[src/rtl/uart_blk_pkg.sv]
`timescale 1ns/1ps
package uart_blk_pkg;

    localparam int NCH     = 2;
    localparam int ERR_W   = 4;
    localparam int ISR_PER = 4;

    // low nibble of the register offset
    localparam logic [3:0] OFS_MODE = 4'h1;
    localparam logic [3:0] OFS_STAT = 4'h3;
    localparam logic [3:0] OFS_CMD  = 4'h5;
    localparam logic [3:0] OFS_HOLD = 4'h7;
    localparam logic [3:0] OFS_INT  = 4'hB;

    typedef enum logic [3:0] {
        OP_NOP    = 4'd0,
        OP_MPTR   = 4'd1,
        OP_RXRST  = 4'd2,
        OP_TXRST  = 4'd3,
        OP_ERRRST = 4'd4,
        OP_BRKRST = 4'd5
    } cmd_op_e;

    typedef struct packed {
        logic mr_rd;
        logic mr_wr;
        logic sr_rd;
        logic cr_wr;
        logic hold_rd;
        logic hold_wr;
    } chan_acc_t;

endpackage

[src/rtl/uart_blk_decode.sv]
`timescale 1ns/1ps
module uart_blk_decode
    import uart_blk_pkg::*;
#(
    parameter int AW     = 8,
    parameter int BLK_ID = 0
) (
    input  logic                  bus_sel,
    input  logic                  bus_wr,
    input  logic [AW-1:0]         bus_addr,
    output chan_acc_t [NCH-1:0]   acc,
    output logic                  isr_rd
);
    localparam int BLK_W = AW - 5;

    logic       hit;
    logic [4:0] ofs;

    always_comb begin
        hit    = bus_sel && (bus_addr[AW-1:5] == BLK_W'(BLK_ID));
        ofs    = bus_addr[4:0] ^ 5'h01;
        isr_rd = hit && !bus_wr && !ofs[4] && (ofs[3:0] == OFS_INT);
    end

    for (genvar k = 0; k < NCH; k++) begin : g_acc
        logic me;
        always_comb begin
            me               = hit && (ofs[4] == 1'(k));
            acc[k].mr_rd     = me && !bus_wr && (ofs[3:0] == OFS_MODE);
            acc[k].mr_wr     = me &&  bus_wr && (ofs[3:0] == OFS_MODE);
            acc[k].sr_rd     = me && !bus_wr && (ofs[3:0] == OFS_STAT);
            acc[k].cr_wr     = me &&  bus_wr && (ofs[3:0] == OFS_CMD);
            acc[k].hold_rd   = me && !bus_wr && (ofs[3:0] == OFS_HOLD);
            acc[k].hold_wr   = me &&  bus_wr && (ofs[3:0] == OFS_HOLD);
        end
    end

endmodule

[src/rtl/uart_chan_regs.sv]
`timescale 1ns/1ps
module uart_chan_regs
    import uart_blk_pkg::*;
#(
    parameter int DW = 8
) (
    input  logic          clk,
    input  logic          rst_n,
    input  chan_acc_t     acc,
    input  logic [DW-1:0] wdata,
    input  logic [ERR_W-1:0] err_set,
    input  logic          brk_clr,
    input  logic          rx_rdy,
    input  logic          rx_full,
    output logic [7:0]    stat,
    output logic [DW-1:0] mode_out,
    output logic          tx_on,
    output logic          brk_int,
    output logic          rx_en,
    output logic          rx_flush,
    output logic          tx_fire
);
    typedef struct packed {
        logic [1:0][DW-1:0] mr;
        logic               ptr;
        logic               tx_on;
        logic               rx_en;
        logic [ERR_W-1:0]   err;
        logic               brk;
    } chan_st_t;

    chan_st_t st_d, st_q;
    cmd_op_e  op;

    always_comb begin
        st_d     = st_q;
        rx_flush = 1'b0;
        op       = cmd_op_e'(wdata[7:4]);

        if (acc.mr_wr) begin
            st_d.mr[st_q.ptr] = wdata;
        end
        if (acc.mr_wr || acc.mr_rd) begin
            st_d.ptr = 1'b1;
        end

        if (acc.cr_wr) begin
            if (wdata[0]) st_d.rx_en = 1'b1;
            if (wdata[1]) st_d.rx_en = 1'b0;
            if (wdata[2]) st_d.tx_on = 1'b1;
            if (wdata[3]) st_d.tx_on = 1'b0;
            case (op)
                OP_MPTR:   st_d.ptr = 1'b0;
                OP_RXRST: begin
                    st_d.rx_en = 1'b0;
                    rx_flush   = 1'b1;
                end
                OP_TXRST:  st_d.tx_on = 1'b0;
                OP_ERRRST: st_d.err   = '0;
                default: ;
            endcase
        end

        if (brk_clr) begin
            st_d.brk = 1'b0;
        end

        // late events win over same-cycle clears
        st_d.err = st_d.err | err_set;
        if (err_set[ERR_W-1]) begin
            st_d.brk = 1'b1;
        end
    end

    always_ff @(posedge clk or negedge rst_n) begin
        if (!rst_n) st_q <= '0;
        else        st_q <= st_d;
    end

    always_comb begin
        stat     = {st_q.err, st_q.tx_on, st_q.tx_on, rx_full, rx_rdy};
        mode_out = st_q.mr[st_q.ptr];
        tx_on    = st_q.tx_on;
        brk_int  = st_q.brk;
        rx_en    = st_q.rx_en;
        tx_fire  = acc.hold_wr && st_q.tx_on;
    end

endmodule

[src/rtl/uart_blk_ctrl.sv]
`timescale 1ns/1ps
module uart_blk_ctrl
    import uart_blk_pkg::*;
#(
    parameter int AW     = 8,
    parameter int DW     = 8,
    parameter int BLK_ID = 0
) (
    input  logic                   clk,
    input  logic                   rst_n,
    input  logic                   bus_sel,
    input  logic                   bus_wr,
    input  logic [AW-1:0]          bus_addr,
    input  logic [DW-1:0]          bus_wdata,
    output logic [DW-1:0]          bus_rdata,
    input  logic [NCH-1:0]         rx_rdy,
    input  logic [NCH-1:0]         rx_full,
    input  logic [NCH*DW-1:0]      rx_byte,
    input  logic [NCH*ERR_W-1:0]   rx_err_set,
    output logic [NCH-1:0]         rx_pop,
    output logic [NCH-1:0]         rx_flush,
    output logic [NCH-1:0]         rx_en,
    output logic [NCH-1:0]         tx_valid,
    output logic [DW-1:0]          tx_data,
    output logic [NCH*ISR_PER-1:0] int_stat
);
    localparam int ISR_W = NCH * ISR_PER;

    chan_acc_t [NCH-1:0] acc;
    logic                isr_rd;
    logic                brk_clr;
    logic [NCH-1:0]      tx_on, brk_int, tx_fire;
    logic [7:0]          stat   [NCH];
    logic [DW-1:0]       mode_o [NCH];

    typedef struct packed {
        logic [NCH-1:0] valid;
        logic [DW-1:0]  data;
    } tx_st_t;

    tx_st_t tx_d, tx_q;

    uart_blk_decode #(.AW(AW), .BLK_ID(BLK_ID)) u_dec (
        .bus_sel  (bus_sel),
        .bus_wr   (bus_wr),
        .bus_addr (bus_addr),
        .acc      (acc),
        .isr_rd   (isr_rd)
    );

    always_comb begin
        brk_clr = 1'b0;
        for (int k = 0; k < NCH; k++) begin
            if (acc[k].cr_wr && (bus_wdata[7:4] == OP_BRKRST)) brk_clr = 1'b1;
        end
    end

    for (genvar k = 0; k < NCH; k++) begin : g_ch
        uart_chan_regs #(.DW(DW)) u_ch (
            .clk      (clk),
            .rst_n    (rst_n),
            .acc      (acc[k]),
            .wdata    (bus_wdata),
            .err_set  (rx_err_set[k*ERR_W +: ERR_W]),
            .brk_clr  (brk_clr),
            .rx_rdy   (rx_rdy[k]),
            .rx_full  (rx_full[k]),
            .stat     (stat[k]),
            .mode_out (mode_o[k]),
            .tx_on    (tx_on[k]),
            .brk_int  (brk_int[k]),
            .rx_en    (rx_en[k]),
            .rx_flush (rx_flush[k]),
            .tx_fire  (tx_fire[k])
        );

        always_comb begin
            int_stat[k*ISR_PER +: ISR_PER] = {1'b0, brk_int[k], rx_rdy[k], tx_on[k]};
            rx_pop[k] = acc[k].hold_rd;
        end
    end

    always_comb begin
        bus_rdata = '0;
        for (int k = 0; k < NCH; k++) begin
            if (acc[k].mr_rd)   bus_rdata = mode_o[k];
            if (acc[k].sr_rd)   bus_rdata = DW'(stat[k]);
            if (acc[k].hold_rd) bus_rdata = rx_byte[k*DW +: DW];
        end
        if (isr_rd) bus_rdata = DW'(int_stat[ISR_W-1:0]);
    end

    always_comb begin
        tx_d       = tx_q;
        tx_d.valid = tx_fire;
        if (|tx_fire) tx_d.data = bus_wdata;
    end

    always_ff @(posedge clk or negedge rst_n) begin
        if (!rst_n) tx_q <= '0;
        else        tx_q <= tx_d;
    end

    assign tx_valid = tx_q.valid;
    assign tx_data  = tx_q.data;

endmodule

[config.mk]
export PLATFORM = sky130hd
export DESIGN_NAME = uart_blk_ctrl
export DESIGN_NICKNAME = d
export VERILOG_FILES = /design/src/rtl/uart_blk_pkg.sv /design/src/rtl/uart_blk_decode.sv /design/src/rtl/uart_chan_regs.sv /design/src/rtl/uart_blk_ctrl.sv
export SDC_FILE = /design/constraint.sdc
export NUM_CORES = 1
export LEC_CHECK = 0
export ABC_AREA = 1
export BUFFER_PORTS_ARGS = -buffer_cell sky130_fd_sc_hd__buf_4
export CAP_MARGIN = 20
export CELL_PAD_IN_SITES_DETAIL_PLACEMENT = 1
export CELL_PAD_IN_SITES_GLOBAL_PLACEMENT = 1
export CORE_MARGIN = 1
export CORE_UTILIZATION = 35
export DETAILED_ROUTE_END_ITERATION = 8
export PLACE_DENSITY = 0.73
export SLEW_MARGIN = 20
export SYNTH_ARGS = -nofsm -noshare
export SYNTH_HDL_FRONTEND = slang
export SYNTH_SLANG_ARGS = --single-unit
[constraint.sdc]
create_clock -name clk -period 1.25 [get_ports clk]
set_input_delay 0 -clock clk [delete_from_list [all_inputs] [get_ports clk]]
set_output_delay 0 -clock clk [all_outputs]
set_load 0.05 [all_outputs]
==> run summary, run 1 <==
most frequent cells in the layout -> buf_4 (106), nand2_1 (95), dfrtp_1 (57)
share of cells above drive strength 1 -> 0.426
CP Launch Type -> register
Avg WL per Cell -> 18.4 um
CTS clk-pin slew, worst paths -> 0.08 ns
final net count -> 573
final setup fails -> 8
combinational power share -> 0.134
H-tree depth -> 3
NetSw -> 1.22 mW
Synth Area per Inst -> 7.97 um^2
Cell Area, Synth -> 0.00313 mm^2
Layout Skew -> 0.00868 ns
Total Die Area -> 0.00933 mm^2
MaxCap Viol Count -> 0
dpl cell area -> 0.00412 mm^2
Synthesis Warnings -> 0
Worst Path Required -> 1.25 ns
Initial Util -> 0.361
WS Path Type -> register to primary output
critical-path maximum fanout -> 5
cells after synthesis -> 393
first-pass GRT wire length -> 17.4 mm
largest net degree at the start of global routing -> 35
internal power -> 3.09 mW
Clk Latency, worst-skew pair -> 0.35 ns
fillcell total -> 1041
DP Worst Slack -> -0.228 ns
final hold violation count -> 0
All-Layer GR Usage -> 0.258
1st-pass router iterations -> 4
Synth Register Bits -> 58
row cnt -> 34
initial antenna violation count -> 0
data arrival time of the worst path -> 1.72 ns
Max Clk Rate -> 582 MHz
Tot Pwr -> 4.31 mW
Die Height -> 96.6 um
DR vias/cell -> 5.07
Min Clock Period, post-route -> 1.72 ns
clk root buf -> clkbuf_8
Sequential Power Share -> 0.445
Die Wd -> 96.6 um
routed via count -> 3237
Clock Power Share -> 0.421
Ports -> 80
sequential share of the synthesized area -> 0.463
RSZ-0062 raised after global routing -> true
P_leak -> 2.33 nW
DRC Markers -> 0
P&R area growth vs syn -> 52.8%
commonest non-fill, non-tap cell in the layout -> buf_4
maximum VDD drop -> 546 uV
failing checks -> setup timing
grt total ovfl -> 0
CTS tree -> built
routability cong. -> 0.856
outcome -> finished with violations
Sw Ratio -> 0.283
Final Cell Area -> 0.00479 mm^2
PwrDens -> 902 mW/mm^2
IO Port Bufs -> 77
Setup crit end kind -> primary output
Max Slew Vio Count -> 0
vias in the first global route -> 3385
Antenna Cells -> 0
Synth cell types -> 30
Final WS setup -> -0.470 ns
drt first-iter violations -> 94
hold crit path type -> primary input to register
period utilization -> 1.38
CTS Buffer Depth -> 2
core area -> 0.00868 mm^2
drt total wl -> 11.7 mm
clk sinks -> 58
DP Wirelength -> 8.06 mm
Inserted Clock Buffers -> 9
Detail Route Antenna Nets -> 0
## cell families after synthesis
logic type	Yosys count	share of synthesized area
multiplexers	5	0.0160
buffers and inverters	63	0.0959
flip-flops	58	0.463
other	1	0.00120
AO/OA/AOI/OAI	83	0.138
AND/OR/NAND/NOR	183	0.286
## synthesized netlist by cell type
library cell | n | area share
nand4_1 | 7 | 0.014
nand3_4 | 3 | 0.017
nand3_1 | 13 | 0.021
nand2_1 | 114 | 0.14
nor2_2 | 7 | 0.014
a21oi_1 | 23 | 0.037
nor4_4 | 1 | 0.0068
a31oi_1 | 1 | 0.0020
clkinv_2 | 1 | 0.0016
nor4_1 | 1 | 0.0020
nand2_2 | 2 | 0.0040
buf_4 | 12 | 0.029
o21ai_1 | 25 | 0.040
nand3_2 | 6 | 0.019
clkinv_1 | 1 | 0.0012
nor3_4 | 1 | 0.0052
inv_2 | 9 | 0.011
o21ai_0 | 28 | 0.045
mux2i_1 | 5 | 0.016
dfrtp_1 | 58 | 0.46
inv_4 | 1 | 0.0020
nor3_1 | 2 | 0.0032
buf_6 | 1 | 0.0036
nor2_1 | 21 | 0.025
buf_2 | 6 | 0.0096
clkbuf_1 | 1 | 0.0012
inv_1 | 31 | 0.037
o21bai_1 | 6 | 0.014
conb_1 | 1 | 0.0012
nor2_4 | 5 | 0.018
## area by class of cell
cell class | count | area, um^2 | area share
Clock buffer | 9 | 124 | 0.0259
Clock inverter | 7 | 77.6 | 0.0162
Inverter | 43 | 180 | 0.0376
Multi-Input combinational cell | 274 | 1620 | 0.339
Sequential cell | 58 | 1450 | 0.304
Tap cell | 108 | 135 | 0.0282
Timing Repair Buffer | 139 | 1200 | 0.250
## state kept, by name (all words and copies together), names as in the netlist
| name | flops |
|---|---|
| tx_data | 8 |
| g_ch.u_ch.rx_en | 2 |
| g_ch.u_ch.brk_int | 2 |
| g_ch.u_ch.st_q | 34 |
| g_ch.u_ch.stat | 8 |
| tx_valid | 2 |
| g_ch.u_ch.tx_on | 2 |
## per-stage QoR
step	utilization	setup TNS, ns	instances	hold slack, ns
2_1_floorplan	-	-0.637	394	-0.296
3_3_place_gp	0.474	-3.49	600	-0.0727
3_5_place_dp	0.474	-5.42	600	-0.0665
4_1_cts	0.537	-3.26	635	0.0447
5_1_grt	0.551	-3.69	638	0.0485
6_report	0.551	-3.17	638	0.0448
## power by group through the flow
stage	clock network [mW]	logic, mW	registers, mW
6_report	1.82	0.576	1.92
5_1_grt	1.94	0.616	1.92
4_1_cts	1.84	0.556	1.92
2_1_floorplan	0	0.200	1.95
3_3_place_gp	0	0.473	1.95
3_5_place_dp	0	0.483	1.95
## critical path, cell delays in order (launching register included)
cell     delay (ns)
dfrtp_1        0.40
buf_6          0.16
mux2i_2        0.26
nor2_1         0.11
nor3_2         0.14
nand4_1        0.13
buf_6          0.17
## routing by layer
metal	routed length, um	global-route usage	up-vias
met4	269	0.116	0
li1	-	-	1524
met5	0	0	-
met3	686	0.0556	24
met2	6070	0.447	100
met1	4710	0.307	1589
## what timing repair did
action,CTS,global route
setup buffers,4,3
endpoints found under the setup margin,16,26
resized for setup,50,26
hold buffers,14,0
pin swaps,17,18
cloned,1,0
hold endpoints to repair,72,0
## final timing paths
| path | from | to | slack [ns] | cells after the start |
|---|---|---|---|---|
| max in group asynchronous | rst_n | g_ch[0].u_ch.st_q[7] | 0.65 | 3 |
| hold reg to reg | g_ch[0].u_ch.st_q[12] | g_ch[0].u_ch.st_q[12] | 0.50 | 2 |
| hold / removal | bus_wdata[1] | g_ch[0].u_ch.st_q[17] | 0.04 | 3 |
| setup reg to reg | g_ch[0].u_ch.st_q[7] | g_ch[0].u_ch.st_q[22] | 0.04 | 5 |
| setup / recovery | g_ch[1].u_ch.st_q[7] | bus_rdata[2] | -0.47 | 6 |
| min in group asynchronous | rst_n | tx_data[7] | 0.09 | 2 |
Power figures use the tool's default switching activity.
==> run 2: changes to the inputs <==
--- a/config.mk
+++ b/config.mk
@@ -14,6 +14,7 @@
 export CORE_UTILIZATION = 35
 export DETAILED_ROUTE_END_ITERATION = 8
 export PLACE_DENSITY = 0.73
+export SETUP_SLACK_MARGIN = 0.2
 export SLEW_MARGIN = 20
 export SYNTH_ARGS = -nofsm -noshare
 export SYNTH_HDL_FRONTEND = slang
==> run summary, run 2 (same netlist as run 1, synthesis figures left out) <==
final setup fails -> 30
Final Core Density -> 0.599
DRC Markers -> 0
max reg flops -> 34
1st-pass router iterations -> 5
Max Clk Rate -> 575 MHz
Layout Skew -> 0.00781 ns
DP Worst Slack -> -0.232 ns
P&R area growth vs syn -> 66.1%
WS Path Type -> register to primary output
clk root buf -> clkbuf_8
CTS tree -> built
total negative slack -> -4.88 ns
clk sinks -> 58
Initial Util -> 0.361
maximum VDD drop -> 730 uV
initial antenna violation count -> 0
MaxCap Viol Count -> 0
RSZ-0062 raised after global routing -> true
Min Clock Period, post-route -> 1.74 ns
outcome -> finished with violations
commonest non-fill, non-tap cell in the layout -> buf_4
Slew @ Worst Pin -> 0.719 ns
DR vias/cell -> 5.49
period utilization -> 1.39
fillcell total -> 990
data arrival time of the worst path -> 1.74 ns
drt first-iter violations -> 157
Slew headroom -> 0.516
critical-path maximum fanout -> 5
IO Port Bufs -> 77
hold slack -> 0.0123 ns
share of cells above drive strength 1 -> 0.530
Detail Route Antenna Nets -> 0
failing checks -> setup timing
Clk Latency, worst-skew pair -> 0.34 ns
All-Layer GR Usage -> 0.276
Die Wd -> 96.6 um
row cnt -> 34
CTS Buffer Depth -> 2
hold crit path type -> primary input to register
Inserted Clock Buffers -> 9
Worst Path Required -> 1.25 ns
grt total ovfl -> 0
Final WS setup -> -0.490 ns
largest net degree at the start of global routing -> 38
final net count -> 585
P_leak -> 2.46 nW
H-tree depth -> 3
DP Wirelength -> 8.13 mm
final hold violation count -> 0
most frequent cells in the layout -> buf_4 (93), nand2_1 (64), dfrtp_1 (55)
Antenna Cells -> 0
PwrDens -> 801 mW/mm^2
core area -> 0.00868 mm^2
Total Die Area -> 0.00933 mm^2
CP Launch Type -> register
first-pass GRT wire length -> 18.5 mm
Top reg by flops -> g_ch.u_ch.st_q
Avg WL per Cell -> 22.5 um
Setup crit end kind -> primary output
Die Height -> 96.6 um
drt total wl -> 14.6 mm
routability cong. -> 0.845
CTS clk-pin slew, worst paths -> 0.07 ns
vias in the first global route -> 3536
routed via count -> 3569
Ports -> 80
Max Slew Vio Count -> 0
==> run 2: changes by cell type in the layout (fill, tap and decap cells not counted), moves of 13 or more <==
| cell | change |
|---|---|
| buf_4 | -13 |
| o21ai_2 | +13 |
| buf_6 | +18 |
| nand2_1 | -31 |
| nand2_2 | +23 |
| o21ai_0 | -16 |
==> run 2: per-stage QoR <==
step / power, mW / instances / instance area, um^2
after floorplan: 2.15 / 394 / 3220
after global placement: 2.43 / 603 / 4150
after detailed placement: 2.44 / 603 / 4150
after CTS: 4.07 / 643 / 4910
after global routing: 4.30 / 650 / 5200
final: 4.17 / 650 / 5200
==> run 2: worst paths after layout <==
| kind | end | start | slack [ns] | depth (start not counted) |
|---|---|---|---|---|
| worst max-delay path | bus_rdata[5] | g_ch[0].u_ch.st_q[7] | -0.49 | 8 |
| worst min-delay path | g_ch[0].u_ch.st_q[7] | bus_wdata[6] | 0.01 | 3 |
| worst max register to register | g_ch[0].u_ch.st_q[21] | g_ch[0].u_ch.st_q[7] | -0.12 | 7 |
| worst min register to register | tx_data[1] | tx_data[1] | 0.49 | 2 |
| max in group asynchronous | g_ch[1].u_ch.tx_on | rst_n | 0.63 | 3 |
| min in group asynchronous | tx_data[1] | rst_n | 0.08 | 2 |
==> run 2: power breakdown <==
part           switching, mW  leakage [nW]  total [mW]  internal (mW)
combinational          0.361          1.62       0.652          0.291
sequential            0.0330         0.751        1.93           1.90
clock                  0.816        0.0851        1.58          0.763
total                   1.21          2.46        4.17           2.95
==> run 2: final cells by class <==
| type | instances | area (um^2) | share of cell area |
|---|---|---|---|
| multi-input combinational | 276 | 1860 | 0.357 |
| sequential | 58 | 1460 | 0.280 |
| timing repair buffer | 149 | 1400 | 0.268 |
| inverter | 43 | 186 | 0.0358 |
| clock buffer | 11 | 141 | 0.0272 |
| tap | 108 | 135 | 0.0260 |
| clock inverter | 5 | 30.0 | 0.00577 |
==> run 2: worst max-delay path: stages (launching register included) <==
cell	delay, ns
dfrtp_2	0.46
buf_6	0.16
nand2_2	0.06
nand2_2	0.06
nand2_2	0.09
o21ai_2	0.07
nor3_2	0.18
nand4_1	0.14
buf_6	0.19
==> run 2: repair_timing <==
action / CTS / global route
setup endpoints to repair: 57 / 65
gates cloned: 3 / 1
endpoints found under the hold margin: 73 / 0
pin swaps: 41 / 39
setup buffers: 9 / 6
hold buffers: 12 / 0
gates resized for setup: 117 / 68
==> run 2: per-layer routing <==
metal / track usage / vias up / wire, um
met4: 0.143 / 0 / 655
met3: 0.0469 / 52 / 919
met5: 0 / - / 0
met1: 0.337 / 1785 / 5590
li1: - / 1558 / -
met2: 0.465 / 174 / 7460
